File: src/rtl/chg_seq_pkg.sv
package chg_seq_pkg;

    typedef enum logic [2:0] {
        S_OFF   = 3'd0,
        S_SUSP  = 3'd1,
        S_SHORT = 3'd2,
        S_PRE   = 3'd3,
        S_FAST  = 3'd4,
        S_DONE  = 3'd5
    } chg_state_e;

    typedef enum logic [1:0] {
        ISEL_NONE  = 2'd0,
        ISEL_SHORT = 2'd1,
        ISEL_PRE   = 2'd2,
        ISEL_FAST  = 2'd3
    } isel_e;

    localparam int FLT_SHORT = 0;
    localparam int FLT_LOW   = 1;
    localparam int FLT_RECHG = 2;
    localparam int FLT_TERM  = 3;
    localparam int FLT_NUM   = 4;

endpackage

File: src/rtl/chg_thresholds.sv
module chg_thresholds #(
    parameter int CODE_W         = 7,
    parameter int MV_W           = 13,
    parameter int OFS_MV         = 1900,
    parameter int LSB_MV         = 20,
    parameter int SHORT_MV       = 2000,
    parameter int LOWBAT_LO_MV   = 2800,
    parameter int LOWBAT_HI_MV   = 3000,
    parameter int RCHG_NARROW_MV = 100,
    parameter int RCHG_WIDE_MV   = 200
) (
    input  logic [CODE_W-1:0] vbat_code,
    input  logic [CODE_W-1:0] vreg_code,
    input  logic [CODE_W-1:0] ibat_code,
    input  logic [CODE_W-1:0] iterm_code,
    input  logic              lowbat_hi,
    input  logic              rechg_wide,
    output logic              raw_short,
    output logic              raw_low,
    output logic              raw_rechg,
    output logic              raw_term,
    output logic              raw_ovp
);
    localparam int OV_W = MV_W + 5;

    logic [MV_W-1:0] vbat_mv, vreg_mv, low_mv, rechg_mv;

    always_comb begin
        vbat_mv  = MV_W'(OFS_MV) + MV_W'(vbat_code) * MV_W'(LSB_MV);
        vreg_mv  = MV_W'(OFS_MV) + MV_W'(vreg_code) * MV_W'(LSB_MV);
        low_mv   = lowbat_hi ? MV_W'(LOWBAT_HI_MV) : MV_W'(LOWBAT_LO_MV);
        rechg_mv = vreg_mv - (rechg_wide ? MV_W'(RCHG_WIDE_MV) : MV_W'(RCHG_NARROW_MV));
        raw_short = vbat_mv < MV_W'(SHORT_MV);
        raw_low   = vbat_mv < low_mv;
        raw_rechg = vbat_mv < rechg_mv;
        raw_term  = (ibat_code < iterm_code) && !raw_rechg;
        // 4 % above regulation: 25*vbat > 26*vreg
        raw_ovp   = (OV_W'(vbat_mv) * OV_W'(25)) > (OV_W'(vreg_mv) * OV_W'(26));
    end

endmodule

File: src/rtl/chg_persist.sv
module chg_persist #(
    parameter int SAMPLES = 3
) (
    input  logic clk,
    input  logic rst_n,
    input  logic smp_vld,
    input  logic raw,
    output logic flt
);
    localparam int CNT_W = $clog2(SAMPLES + 1);

    logic [CNT_W-1:0] cnt;

    always_ff @(posedge clk or negedge rst_n) begin
        if (!rst_n) begin
            cnt <= '0;
            flt <= 1'b0;
        end else if (smp_vld) begin
            if (raw == flt) begin
                cnt <= '0;
            end else if (cnt == CNT_W'(SAMPLES - 1)) begin
                cnt <= '0;
                flt <= raw;
            end else begin
                cnt <= cnt + 1'b1;
            end
        end
    end

endmodule

File: src/rtl/chg_stat_drive.sv
module chg_stat_drive #(
    parameter int BLINK_HALF = 25_000_000
) (
    input  logic clk,
    input  logic rst_n,
    input  logic blink_en,
    input  logic charging,
    input  logic stat_dis,
    output logic stat_pull
);
    localparam int BC_W = $clog2(BLINK_HALF + 1);

    logic [BC_W-1:0] bcnt;
    logic            phase;

    always_ff @(posedge clk or negedge rst_n) begin
        if (!rst_n) begin
            bcnt  <= '0;
            phase <= 1'b1;
        end else if (!blink_en) begin
            bcnt  <= '0;
            phase <= 1'b1;
        end else if (bcnt == BC_W'(BLINK_HALF - 1)) begin
            bcnt  <= '0;
            phase <= ~phase;
        end else begin
            bcnt <= bcnt + 1'b1;
        end
    end

    assign stat_pull = !stat_dis && (charging || (blink_en && phase));

endmodule

File: src/rtl/charge_cycle_seq.sv
module charge_cycle_seq
    import chg_seq_pkg::*;
#(
    parameter int CODE_W      = 7,
    parameter int OFS_MV      = 1900,
    parameter int LSB_MV      = 20,
    parameter int DEB_SAMPLES = 3,
    parameter int BLINK_HALF  = 25_000_000
) (
    input  logic              clk,
    input  logic              rst_n,
    input  logic              smp_vld,
    input  logic [CODE_W-1:0] vbat_code,
    input  logic [CODE_W-1:0] ibat_code,
    input  logic              chg_cfg_en,
    input  logic              ce_n,
    input  logic [CODE_W-1:0] ichg_code,
    input  logic [CODE_W-1:0] iterm_code,
    input  logic [CODE_W-1:0] vreg_code,
    input  logic              lowbat_hi,
    input  logic              rechg_wide,
    input  logic              term_en,
    input  logic              stat_dis,
    input  logic              in_reg,
    input  logic              therm_reg,
    input  logic              fault_susp,
    output logic [1:0]        isel,
    output logic [1:0]        chg_stat,
    output logic              batsw_en,
    output logic              irq,
    output logic              stat_pull
);
    localparam int MV_W = $clog2(OFS_MV + ((1 << CODE_W) - 1) * LSB_MV + 1);

    chg_state_e         state, state_nxt;
    logic [FLT_NUM-1:0] raw_v, flt_v;
    logic               raw_ovp, ovp_q, ovp_now;
    logic               chg_en, term_ok, charging;
    chg_state_e         pick;

    chg_thresholds #(
        .CODE_W(CODE_W), .MV_W(MV_W), .OFS_MV(OFS_MV), .LSB_MV(LSB_MV)
    ) thr_i (
        .vbat_code (vbat_code),
        .vreg_code (vreg_code),
        .ibat_code (ibat_code),
        .iterm_code(iterm_code),
        .lowbat_hi (lowbat_hi),
        .rechg_wide(rechg_wide),
        .raw_short (raw_v[FLT_SHORT]),
        .raw_low   (raw_v[FLT_LOW]),
        .raw_rechg (raw_v[FLT_RECHG]),
        .raw_term  (raw_v[FLT_TERM]),
        .raw_ovp   (raw_ovp)
    );

    for (genvar g = 0; g < FLT_NUM; g++) begin : g_flt
        chg_persist #(.SAMPLES(DEB_SAMPLES)) flt_i (
            .clk    (clk),
            .rst_n  (rst_n),
            .smp_vld(smp_vld),
            .raw    (raw_v[g]),
            .flt    (flt_v[g])
        );
    end

    // overvoltage acts on the sample itself, then holds until the next one
    always_ff @(posedge clk or negedge rst_n) begin
        if (!rst_n)       ovp_q <= 1'b0;
        else if (smp_vld) ovp_q <= raw_ovp;
    end

    always_comb begin
        ovp_now = smp_vld ? raw_ovp : ovp_q;
        chg_en  = chg_cfg_en && !ce_n && (ichg_code != '0);
        term_ok = flt_v[FLT_TERM] && term_en && !in_reg && !therm_reg;
        if (flt_v[FLT_SHORT])    pick = S_SHORT;
        else if (flt_v[FLT_LOW]) pick = S_PRE;
        else                     pick = S_FAST;
    end

    always_comb begin
        state_nxt = state;
        if (!chg_en) begin
            state_nxt = S_OFF;
        end else if (fault_susp) begin
            state_nxt = S_SUSP;
        end else begin
            unique case (state)
                S_OFF:          if (!ovp_now) state_nxt = pick;
                S_SUSP:         state_nxt = S_OFF;
                S_SHORT, S_PRE: state_nxt = ovp_now ? S_OFF : pick;
                S_FAST: begin
                    if (ovp_now)      state_nxt = S_OFF;
                    else if (term_ok) state_nxt = S_DONE;
                end
                S_DONE: begin
                    if (ovp_now)               state_nxt = S_OFF;
                    else if (flt_v[FLT_RECHG]) state_nxt = pick;
                end
                default: state_nxt = S_OFF;
            endcase
        end
    end

    // state register
    always_ff @(posedge clk or negedge rst_n) begin
        if (!rst_n) begin
            state <= S_OFF;
            irq   <= 1'b0;
        end else begin
            state <= state_nxt;
            irq   <= (state_nxt == S_DONE) && (state != S_DONE);
        end
    end

    // outputs
    always_comb begin
        isel     = ISEL_NONE;
        chg_stat = 2'b00;
        batsw_en = 1'b1;
        charging = 1'b0;
        unique case (state)
            S_SHORT: begin isel = ISEL_SHORT; chg_stat = 2'b01; charging = 1'b1; end
            S_PRE:   begin isel = ISEL_PRE;   chg_stat = 2'b01; charging = 1'b1; end
            S_FAST:  begin isel = ISEL_FAST;  chg_stat = 2'b10; charging = 1'b1; end
            S_DONE:  begin chg_stat = 2'b11; batsw_en = 1'b0; end
            S_OFF, S_SUSP: ;
            default: ;
        endcase
    end

    chg_stat_drive #(.BLINK_HALF(BLINK_HALF)) stat_i (
        .clk      (clk),
        .rst_n    (rst_n),
        .blink_en (state == S_SUSP),
        .charging (charging),
        .stat_dis (stat_dis),
        .stat_pull(stat_pull)
    );

endmodule

File: config.mk
export PLATFORM = sky130hd
export DESIGN_NAME = charge_cycle_seq
export DESIGN_NICKNAME = d
export VERILOG_FILES = /design/src/rtl/chg_seq_pkg.sv /design/src/rtl/chg_thresholds.sv /design/src/rtl/chg_persist.sv /design/src/rtl/chg_stat_drive.sv /design/src/rtl/charge_cycle_seq.sv
export SDC_FILE = /design/constraint.sdc
export NUM_CORES = 1
export LEC_CHECK = 0
export CAP_MARGIN = 0
export CORE_ASPECT_RATIO = 1.1
export CORE_UTILIZATION = 65
export CTS_BUF_LIST = sky130_fd_sc_hd__clkbuf_8
export DETAILED_ROUTE_END_ITERATION = 7
export DONT_BUFFER_PORTS = 1
export GPL_ROUTABILITY_DRIVEN = 0
export PLACE_DENSITY_LB_ADDON = 0.05
export SYNTH_ARGS = -nofsm -noshare
export SYNTH_HDL_FRONTEND = slang
export SYNTH_SLANG_ARGS = --single-unit
File: constraint.sdc
create_clock -name clk -period 4.48 [get_ports clk]
set_input_delay 0.672 -clock clk [delete_from_list [all_inputs] [get_ports clk]]
set_output_delay 0.672 -clock clk [all_outputs]
set_load 0.1 [all_outputs]
==> flow_metrics.tcl, run 1 <==
set metrics [dict create \
    final_nets 1032 \
    die-area_sq_um 9860 \
    fin_cells 957 \
    cap_violations 0 \
    hpwl_um 12160 \
    grt_pass1_wl_um 28000 \
    mostFrequentLayoutCell "buf_4" \
    grt_max_degree 44 \
    skew_ns 0.009740 \
    seq_area_sq_um 1077 \
    vias_per_cell 6.987 \
    wl_um 22260 \
    cts_buffers 5 \
    cp_data_required_time_ns 4.67 \
    cts_root_buf "clkbuf_8" \
    synth-edff-count 0 \
    setup_violations 9 \
    dr.first_iter.drc_count 470 \
    multi_input_area_sq_um 5578 \
    grt_setup_unrepaired "true" \
    io_buffers 0 \
    maxSlewViolCount 0 \
    ys_ff_latch 43 \
    outcome "finished, violations left" \
    layout-drive-gt1-share_pct 30.49 \
    crit_arrival_ns 6.21 \
    grt.overflow.total 0 \
    netlist_instances 718 \
    nFillCells 332 \
    clockBufferDepth 2 \
    antenna_cells 0 \
    syn_area_sq_um 6153 \
    path_delay_family "adder cells" \
    cts_tree "done" \
    insertion_delay_ns 0.30 \
    grt_pass1_vias 6377 \
    endpoint_kind "flip-flop" \
    slowest_stage "fa_1" \
    critPathLaunchType "input port" \
    track_usage_pct 35.19 \
    syn_to_final_growth_pct 33.00 \
    worstPathCellList "ha_4 > ha_4 > fa_2 > nor3_2 > nand2b_1 > fa_1 > inv_1 > fa_1 > nor2b_1 > o21ai_1 > a21oi_1 > o21ai_1 > a21o_1 > a211oi_1 > nor4b_2 > ha_1 > nand4_1 > nor2_2 > a21oi_1 > a22o_2 > nor4_2" \
    clkTransAtPathRegs_ns 0.09 \
    start_util_pct 68.31 \
    period_needed_ns 6.022 \
    antenna_left 0 \
    antenna_found_initial 0 \
    synth_cell_types 69 \
    wl_per_cell_um 23.26 \
    die_y_um 104.0 \
    path_buf_inv 1 \
    cts_max_level 2 \
    core_area_sq_um 9009 \
    vias 6687 \
    num_rows 36 \
    reg2reg_slack_ns 2.08 \
    final_cell_mix "buf_4 (123), ha_1 (93), inv_1 (77)" \
    synth_ff_type "dfrtp_1" \
    drc 0 \
    die_x_um 94.77 \
    critPathKind "in2reg" \
    layout_setup_ws_ns -1.542 \
    violations "negative setup slack" \
    fin_crit_sh_pct 134.4 \
    placed_cells 940 \
    ys_seq_area_share_pct 17.51 \
    hold_class "in2async" \
    critPathMaxFanout 5 \
    synthArstFlopShare_pct 100.0 \
    clkSinkCount 43 \
    tightest_slew_ns 1.177 \
    max_slew_margin_pct 21.56 \
    syn-num-nets 908 \
    avgSynthCellArea_sq_um 8.570 \
    max_clock_freq_mhz 166.1 \
    hold_viol 0 \
    yosysWarnings 0 \
    io_pins 54 \
    detail_route.first_pass.iterations 5 \
    cp_slowest_stage_delay_ns 0.67 \
]
## sequential cells by signal (all words and copies together), names as in the netlist
name / count
g_flt.flt_i.flt: 4
stat_i.bcnt: 25
stat_i.phase: 1
irq: 1
g_flt.flt_i.cnt: 8
state: 3
ovp_q: 1
## synthesized netlist by cell type, types with 4 or more instances
master / number / area share, %
nor3_1: 13 / 1.1
nand2b_1: 15 / 1.5
a21o_1: 16 / 2.0
xnor2_1: 39 / 5.6
o21ai_0: 23 / 1.9
nor2b_1: 11 / 1.1
nand2_1: 46 / 2.8
a21oi_1: 38 / 3.1
clkbuf_1: 8 / 0.49
nor2_1: 58 / 3.5
inv_1: 81 / 4.9
nand3_1: 25 / 2.0
nand4_1: 10 / 1.0
fa_1: 17 / 5.5
o22ai_1: 4 / 0.41
a211oi_1: 6 / 0.73
and3_1: 5 / 0.51
xor2_1: 35 / 5.0
o211ai_1: 5 / 0.61
nor4_1: 11 / 1.1
mux2i_1: 4 / 0.65
ha_1: 126 / 26
nor4b_1: 4 / 0.57
a31oi_1: 6 / 0.61
dfrtp_1: 42 / 17
or3_1: 5 / 0.51
## metrics by stage
| step | util, % | cell area, sq um | setup slack (ns) | hold WS, ns | setup TNS, ns |
|---|---|---|---|---|---|
| after CTS | 86.15 | 7761 | -0.9626 | 0.05021 | -4.412 |
| after floorplan | - | 6356 | -1.212 | 0.3764 | -5.703 |
| after global placement | 81.78 | 7367 | -1.344 | 0.3772 | -7.780 |
| after global routing | 90.85 | 8184 | -1.666 | 0.03788 | -8.965 |
| after detailed placement | 81.78 | 7367 | -1.574 | 0.3772 | -9.586 |
| final | 90.85 | 8184 | -1.542 | 0.05388 | -7.271 |
## area by class of cell
class	count	share of cell area [%]
sequential	43	13.16
clock inverter	3	0.1987
clock buffer	5	0.8408
multi-input combinational	582	68.15
timing repair buffer	128	12.14
tap	114	1.743
inverter	82	3.761
## worst reg2reg max path, stage by stage, from the launching register on
cell and delay, ns:
dfrtp_1 0.43, nor4b_1 0.45, nand3_1 0.13, nor3_1 0.29
nand2b_1 0.76, nor2_1 0.18
## per-layer routing
metal  global-route usage [%]  wire length, um
met5                        0                0
met4                    18.61             2204
met3                    3.436             1651
met2                    65.57            10840
met1                    37.94             7561
## cells by family after synthesis
| group | count (synthesis) | share of synthesized area, % |
|---|---|---|
| buffers and inverters | 93 | 5.734 |
| and+or+nand+nor | 218 | 17.79 |
| AOI/OAI and AO/OA | 141 | 16.27 |
| xor gates and xnor gates | 74 | 10.53 |
| DFF | 43 | 17.51 |
| adders and majority gates | 143 | 31.15 |
| muxes | 6 | 1.017 |
## what timing repair did
action | 4_1_cts | 5_1_grt
buffers inserted | 5 | 5
resized for setup | 49 | 62
pin swaps | 35 | 38
hold buffers | 0 | 0
setup endpoints to repair | 9 | 9
## worst paths after layout
path / startpoint / to / depth (start not counted)
min reg2reg: g_flt[0].flt_i.cnt[0]$_DFFE_PN0P_ / g_flt[0].flt_i.flt$_DFFE_PN0P_ / 1
min: rst_n / stat_i.bcnt[22]$_DFF_PN0_ / 0
min in group clk: fault_susp / state[1]$_DFF_PN0_ / 1
max in group asynchronous: rst_n / stat_i.phase$_DFFE_PN1P_ / 0
max: vreg_code[1] / state[2]$_DFF_PN0_ / 21
max reg2reg: stat_i.bcnt[6]$_DFF_PN0_ / stat_i.bcnt[3]$_DFF_PN0_ / 5
Power of run 1 is not shown: default switching activity piles up to over one toggle a cycle in this logic, so the estimate is an artifact.
==> run 2, diff against run 1 <==
--- a/config.mk
+++ b/config.mk
@@ -6,13 +6,14 @@
 export NUM_CORES = 1
 export LEC_CHECK = 0
 export CAP_MARGIN = 0
-export CORE_ASPECT_RATIO = 1.1
-export CORE_UTILIZATION = 65
+export CORE_ASPECT_RATIO = 0.6
+export CORE_UTILIZATION = 35
 export CTS_BUF_LIST = sky130_fd_sc_hd__clkbuf_8
 export DETAILED_ROUTE_END_ITERATION = 7
 export DONT_BUFFER_PORTS = 1
 export GPL_ROUTABILITY_DRIVEN = 0
 export PLACE_DENSITY_LB_ADDON = 0.05
+export RECOVER_POWER = 25
 export SYNTH_ARGS = -nofsm -noshare
 export SYNTH_HDL_FRONTEND = slang
 export SYNTH_SLANG_ARGS = --single-unit
==> run 2 against run 1 <==
Compared with the run above:
- the flow still finishes with violations (negative setup slack)
- sequential share of layout area increased by 0.085 points
- first-iteration DRC count is 43% lower
- maximum frequency grew 8.1%
- clock skew about the same
- count of clock-buffer cells in the layout unchanged
- register-to-register slack worse by 0.07 ns
- highest routed layer unchanged
==> flow_metrics.tcl, run 2 (synthesized netlist as in run 1, its figures left out) <==
set metrics [dict create \
    die-area_sq_um 18130 \
    vias 5411 \
    path_buf_inv 2 \
    seq_area_sq_um 1077 \
    vias_per_cell 4.996 \
    cts_root_buf "clkbuf_8" \
    io_pins 54 \
    mostFrequentLayoutCell "buf_4" \
    nFillCells 1662 \
    clkSinkCount 43 \
    cts_tree "done" \
    cpMostUsedCell "ha_4" \
    start_util_pct 35.83 \
    clkTransAtPathRegs_ns 0.09 \
    grt_pass1_wl_um 26890 \
    critPathKind "in2reg" \
    wl_per_cell_um 14.42 \
    critPathLaunchType "input port" \
    path_delay_family "adder cells" \
    core_area_sq_um 17180 \
    stdcell_area_sq_um 8132 \
    placed_area_sq_um 7557 \
    final_nets 1038 \
    reg2reg_depth 6 \
    hpwl_um 12940 \
    syn_to_final_growth_pct 32.15 \
    antenna_found_initial 0 \
    detail_route.first_pass.iterations 4 \
    crit_arrival_ns 5.77 \
    cts_buffers 5 \
    setup_violations 5 \
    track_usage_pct 18.01 \
    fin_crit_sh_pct 124.3 \
    hold_class "in2async" \
    tightest_slew_ns 1.053 \
    skew_ns 0.009403 \
    cts_hold_buffers 0 \
    largest_reg_flops 25 \
    critPathMaxFanout 5 \
    max_slew_margin_pct 29.75 \
    period_needed_ns 5.570 \
    fin_hold_ws_ns 0.05255 \
    layout_setup_ws_ns -1.090 \
    endpoint_kind "flip-flop" \
    drc 0 \
    violations "negative setup slack" \
    reg2reg_slack_ns 2.01 \
    clockBufferDepth 2 \
    final_cell_mix "buf_4 (134), ha_1 (105), inv_1 (81)" \
    cts_max_level 2 \
    dr.first_iter.drc_count 266 \
    grt_pass1_vias 5617 \
    outcome "finished, violations left" \
    tns_ns -5.074 \
    grt.overflow.total 0 \
    die_y_um 104.7 \
    rr_startpoint "stat_i.bcnt[12]$_DFF_PN0_" \
    insertion_delay_ns 0.30 \
    antenna_cells 0 \
    layout-drive-gt1-share_pct 26.86 \
    multi_input_area_sq_um 5315 \
    r2r-end "stat_i.bcnt[3]$_DFF_PN0_" \
    max_clock_freq_mhz 179.5 \
    cap_violations 0 \
    hold_viol 0 \
    die_x_um 173.2 \
    maxSlewViolCount 0 \
    cp_data_required_time_ns 4.68 \
    largest_register "stat_i.bcnt" \
    grt_setup_unrepaired "true" \
    top_regs "stat_i.bcnt (25), g_flt.flt_i.cnt (8), g_flt.flt_i.flt (4)" \
    num_rows 37 \
    wl_um 15620 \
    cp_slowest_stage_delay_ns 0.56 \
    antenna_left 0 \
    grt_max_degree 44 \
    io_buffers 0 \
    utilization_pct 47.34 \
    slowest_stage "fa_2" \
]
==> run 2: cell types whose count changed in the layout (fill, tap and decap cells not counted), moves of 4 or more <==
cell     previous run  this run
ha_1               93       105
a21oi_2            12         8
buf_6               4         0
ha_4               29        18
nor2_2              8         4
inv_2               6         2
buf_4             123       134
inv_1              77        81
nor2_1             48        53
a21oi_1            24        28
==> run 2: timing repair <==
action	4_1_cts	5_1_grt
pin swaps	26	12
gates cloned	0	0
setup buffers	4	4
resized for setup	42	22
endpoints found under the setup margin	9	11
==> run 2: worst max path at each step <==
stage / startpoint / endpoint / slack, ns / cells after the start
global route: vbat_code[3] / state[1]$_DFF_PN0_ / -1.32 / 25
CTS: vbat_code[1] / state[2]$_DFF_PN0_ / -1.04 / 26
global placement: vreg_code[1] / irq$_DFF_PN0_ / -1.45 / 25
finish: vbat_code[1] / irq$_DFF_PN0_ / -1.09 / 26
detailed placement: vreg_code[1] / state[2]$_DFF_PN0_ / -1.62 / 25
floorplan: vbat_code[1] / irq$_DFF_PN0_ / -1.21 / 22
==> run 2: cell type report <==
cell class | count | area share [%]
inverter | 82 | 3.785
clock buffer | 5 | 0.8463
timing repair buffer | 134 | 12.37
clock inverter | 3 | 0.7847
tap | 234 | 3.601
sequential | 43 | 13.25
multi-input combinational | 582 | 65.36
==> run 2: routing by layer <==
| layer | vias up | track usage, % | wire length [um] | part of all wire (%) |
|---|---|---|---|---|
| met4 | 0 | 1.391 | 33 | 0.21 |
| met3 | 5 | 2.547 | 451 | 2.9 |
| li1 | 2811 | - | - | - |
| met5 | - | 0 | 0 | 0 |
| met2 | 70 | 28.95 | 6613 | 42 |
| met1 | 2525 | 26.38 | 8522 | 55 |
==> run 2: per-stage QoR <==
stage               std cells  setup WS, ns
finish                   1083        -1.090
global route             1083        -1.322
CTS                      1079        -1.042
detailed placement       1067        -1.625
global placement         1067        -1.450
floorplan                 718        -1.212
Power of run 2 is left out for the same reason.
==> run 3, diff against run 2 <==
--- a/config.mk
+++ b/config.mk
@@ -7,6 +7,7 @@
 export LEC_CHECK = 0
 export CAP_MARGIN = 0
 export CORE_ASPECT_RATIO = 0.6
+export CORE_MARGIN = 5
 export CORE_UTILIZATION = 35
 export CTS_BUF_LIST = sky130_fd_sc_hd__clkbuf_8
 export DETAILED_ROUTE_END_ITERATION = 7
==> constraint.sdc (replaced) <==
create_clock -name clk -period 5.1 [get_ports clk]
set_input_delay 0.765 -clock clk [delete_from_list [all_inputs] [get_ports clk]]
set_output_delay 0.765 -clock clk [all_outputs]
set_load 0.1 [all_outputs]
==> run 3 against run 2 <==
Compared with the run above:
- the flow still finishes with violations (negative setup slack)
- wire length down 2.2%
- critical endpoint unchanged
- first-iteration DRC count down 9.4%
- critical path type unchanged
- global-route usage down 3.2 points
- die area up 13%
==> flow_metrics.tcl, run 3 (synthesized netlist as in run 1, its figures left out) <==
set metrics [dict create \
    antenna_cells 0 \
    nFillCells 1710 \
    hold_class "in2async" \
    cpMostUsedCell "ha_4" \
    crit_arrival_ns 5.89 \
    hold_viol 0 \
    period_needed_ns 5.680 \
    largest_reg_flops 25 \
    antenna_left 0 \
    critPathKind "in2reg" \
    critPathLaunchType "input port" \
    cts_tree "done" \
    clkTransAtPathRegs_ns 0.08 \
    insertion_delay_ns 0.30 \
    grt_pass1_wl_um 25670 \
    path_buf_inv 2 \
    layout_setup_ws_ns -0.5803 \
    syn_to_final_growth_pct 30.24 \
    critPathMaxFanout 5 \
    final_cell_mix "buf_4 (121), ha_1 (106), inv_1 (81)" \
    tightest_slew_ns 1.194 \
    num_rows 37 \
    largest_register "stat_i.bcnt" \
    placed_area_sq_um 7415 \
    top_regs "stat_i.bcnt (25), g_flt.flt_i.cnt (8), g_flt.flt_i.flt (4)" \
    layout-drive-gt1-share_pct 26.52 \
    endpoint_kind "flip-flop" \
    mostFrequentLayoutCell "buf_4" \
    die-area_sq_um 20420 \
    wl_per_cell_um 14.26 \
    grt_pass1_vias 5386 \
    outcome "finished, violations left" \
    vias_per_cell 4.990 \
    detail_route.first_pass.iterations 4 \
    antenna_found_initial 0 \
    skew_ns 0.009439 \
    max_slew_margin_pct 20.43 \
    clockBufferDepth 2 \
    hpwl_um 12690 \
    setup_violations 5 \
    io_buffers 0 \
    fin_crit_sh_pct 111.4 \
    slowest_stage "fa_2" \
    vias 5344 \
    grt_max_degree 44 \
    cts_max_level 2 \
    cts_hold_buffers 0 \
    grt_setup_unrepaired "true" \
    cp_slowest_stage_delay_ns 0.48 \
    dr.first_iter.drc_count 241 \
    wl_um 15280 \
    violations "negative setup slack" \
    die_y_um 112.7 \
    max_clock_freq_mhz 176.0 \
    drc 0 \
    clkSinkCount 43 \
    multi_input_area_sq_um 5335 \
    die_x_um 181.2 \
    start_util_pct 35.73 \
    path_delay_family "adder cells" \
    io_pins 54 \
    cts_root_buf "clkbuf_8" \
    maxSlewViolCount 0 \
    cp_data_required_time_ns 5.31 \
    stdcell_area_sq_um 8014 \
    seq_area_sq_um 1077 \
    final_nets 1026 \
    cap_violations 0 \
    core_area_sq_um 17220 \
    track_usage_pct 14.77 \
    grt.overflow.total 0 \
    cts_buffers 5 \
]
==> run 3: changes by cell type in the layout (fill, tap and decap cells not counted), moves of 2 or more <==
cell,before,now
buf_4,134,121
o21ai_1,6,2
o21ai_0,17,20
xnor2_2,4,7
bufinv_16,2,0
ha_4,18,16
nor2_1,53,51
nor2_2,4,6
xnor2_1,32,30
xor2_1,34,32
xor2_2,0,2
==> run 3: metal layers <==
| layer | global-route usage [%] | part of all wire, % |
|---|---|---|
| met5 | 0 | 0 |
| met4 | 0.9495 | 0.21 |
| met3 | 2.345 | 3.3 |
| met2 | 22.86 | 42 |
| met1 | 22.65 | 54 |
==> run 3: cell type report <==
type | instances | share of cell area [%]
clock inverters | 3 | 0.1561
well taps | 234 | 3.653
multi-input cells | 582 | 66.57
clock buffers | 5 | 0.8587
repair buffers | 122 | 11.48
inverters | 82 | 3.841
flip-flops and latches | 43 | 13.44
==> run 3: what timing repair did <==
action                     4_1_cts  5_1_grt
gates resized for setup         34       36
setup endpoints to repair        5        5
pin swaps                       25       35
cloned                           0        0
buffers inserted                 3       11
==> run 3: path summary, 6_finish.rpt <==
| check | startpoint | end | slack, ns | depth (start not counted) |
|---|---|---|---|---|
| min reg2reg | g_flt[0].flt_i.cnt[0]$_DFFE_PN0P_ | g_flt[0].flt_i.flt$_DFFE_PN0P_ | 0.49 | 1 |
| min | rst_n | g_flt[0].flt_i.flt$_DFFE_PN0P_ | 0.15 | 0 |
| max in group asynchronous | rst_n | stat_i.phase$_DFFE_PN1P_ | 4.76 | 0 |
| max reg2reg | stat_i.bcnt[12]$_DFF_PN0_ | stat_i.bcnt[16]$_DFF_PN0_ | 2.62 | 6 |
| max | vbat_code[1] | irq$_DFF_PN0_ | -0.58 | 26 |
| min in group clk | g_flt[0].flt_i.cnt[0]$_DFFE_PN0P_ | g_flt[0].flt_i.flt$_DFFE_PN0P_ | 0.49 | 1 |
==> run 3: through the flow <==
step	setup WS (ns)	hold slack (ns)	cells	TNS [ns]	utilization, %
after detailed placement	-1.100	0.4712	1049	-5.672	43.05
after global routing	-0.8002	0.1248	1071	-3.634	46.53
after global placement	-0.9378	0.4539	1049	-4.530	43.05
final	-0.5803	0.1469	1071	-2.572	46.53
after CTS	-0.5269	0.1354	1060	-2.300	44.81
after floorplan	-0.6852	0.4458	718	-3.068	-
==> run 3: worst register-to-register path: stages, from the launching register on <==
cell and delay (ns):
dfrtp_1 0.40, and3_1 0.21, and2_1 0.19, nand3_1 0.11
nor3_1 0.44, nand2b_1 0.81, nor2_1 0.15
Power of run 3 is left out for the same reason.
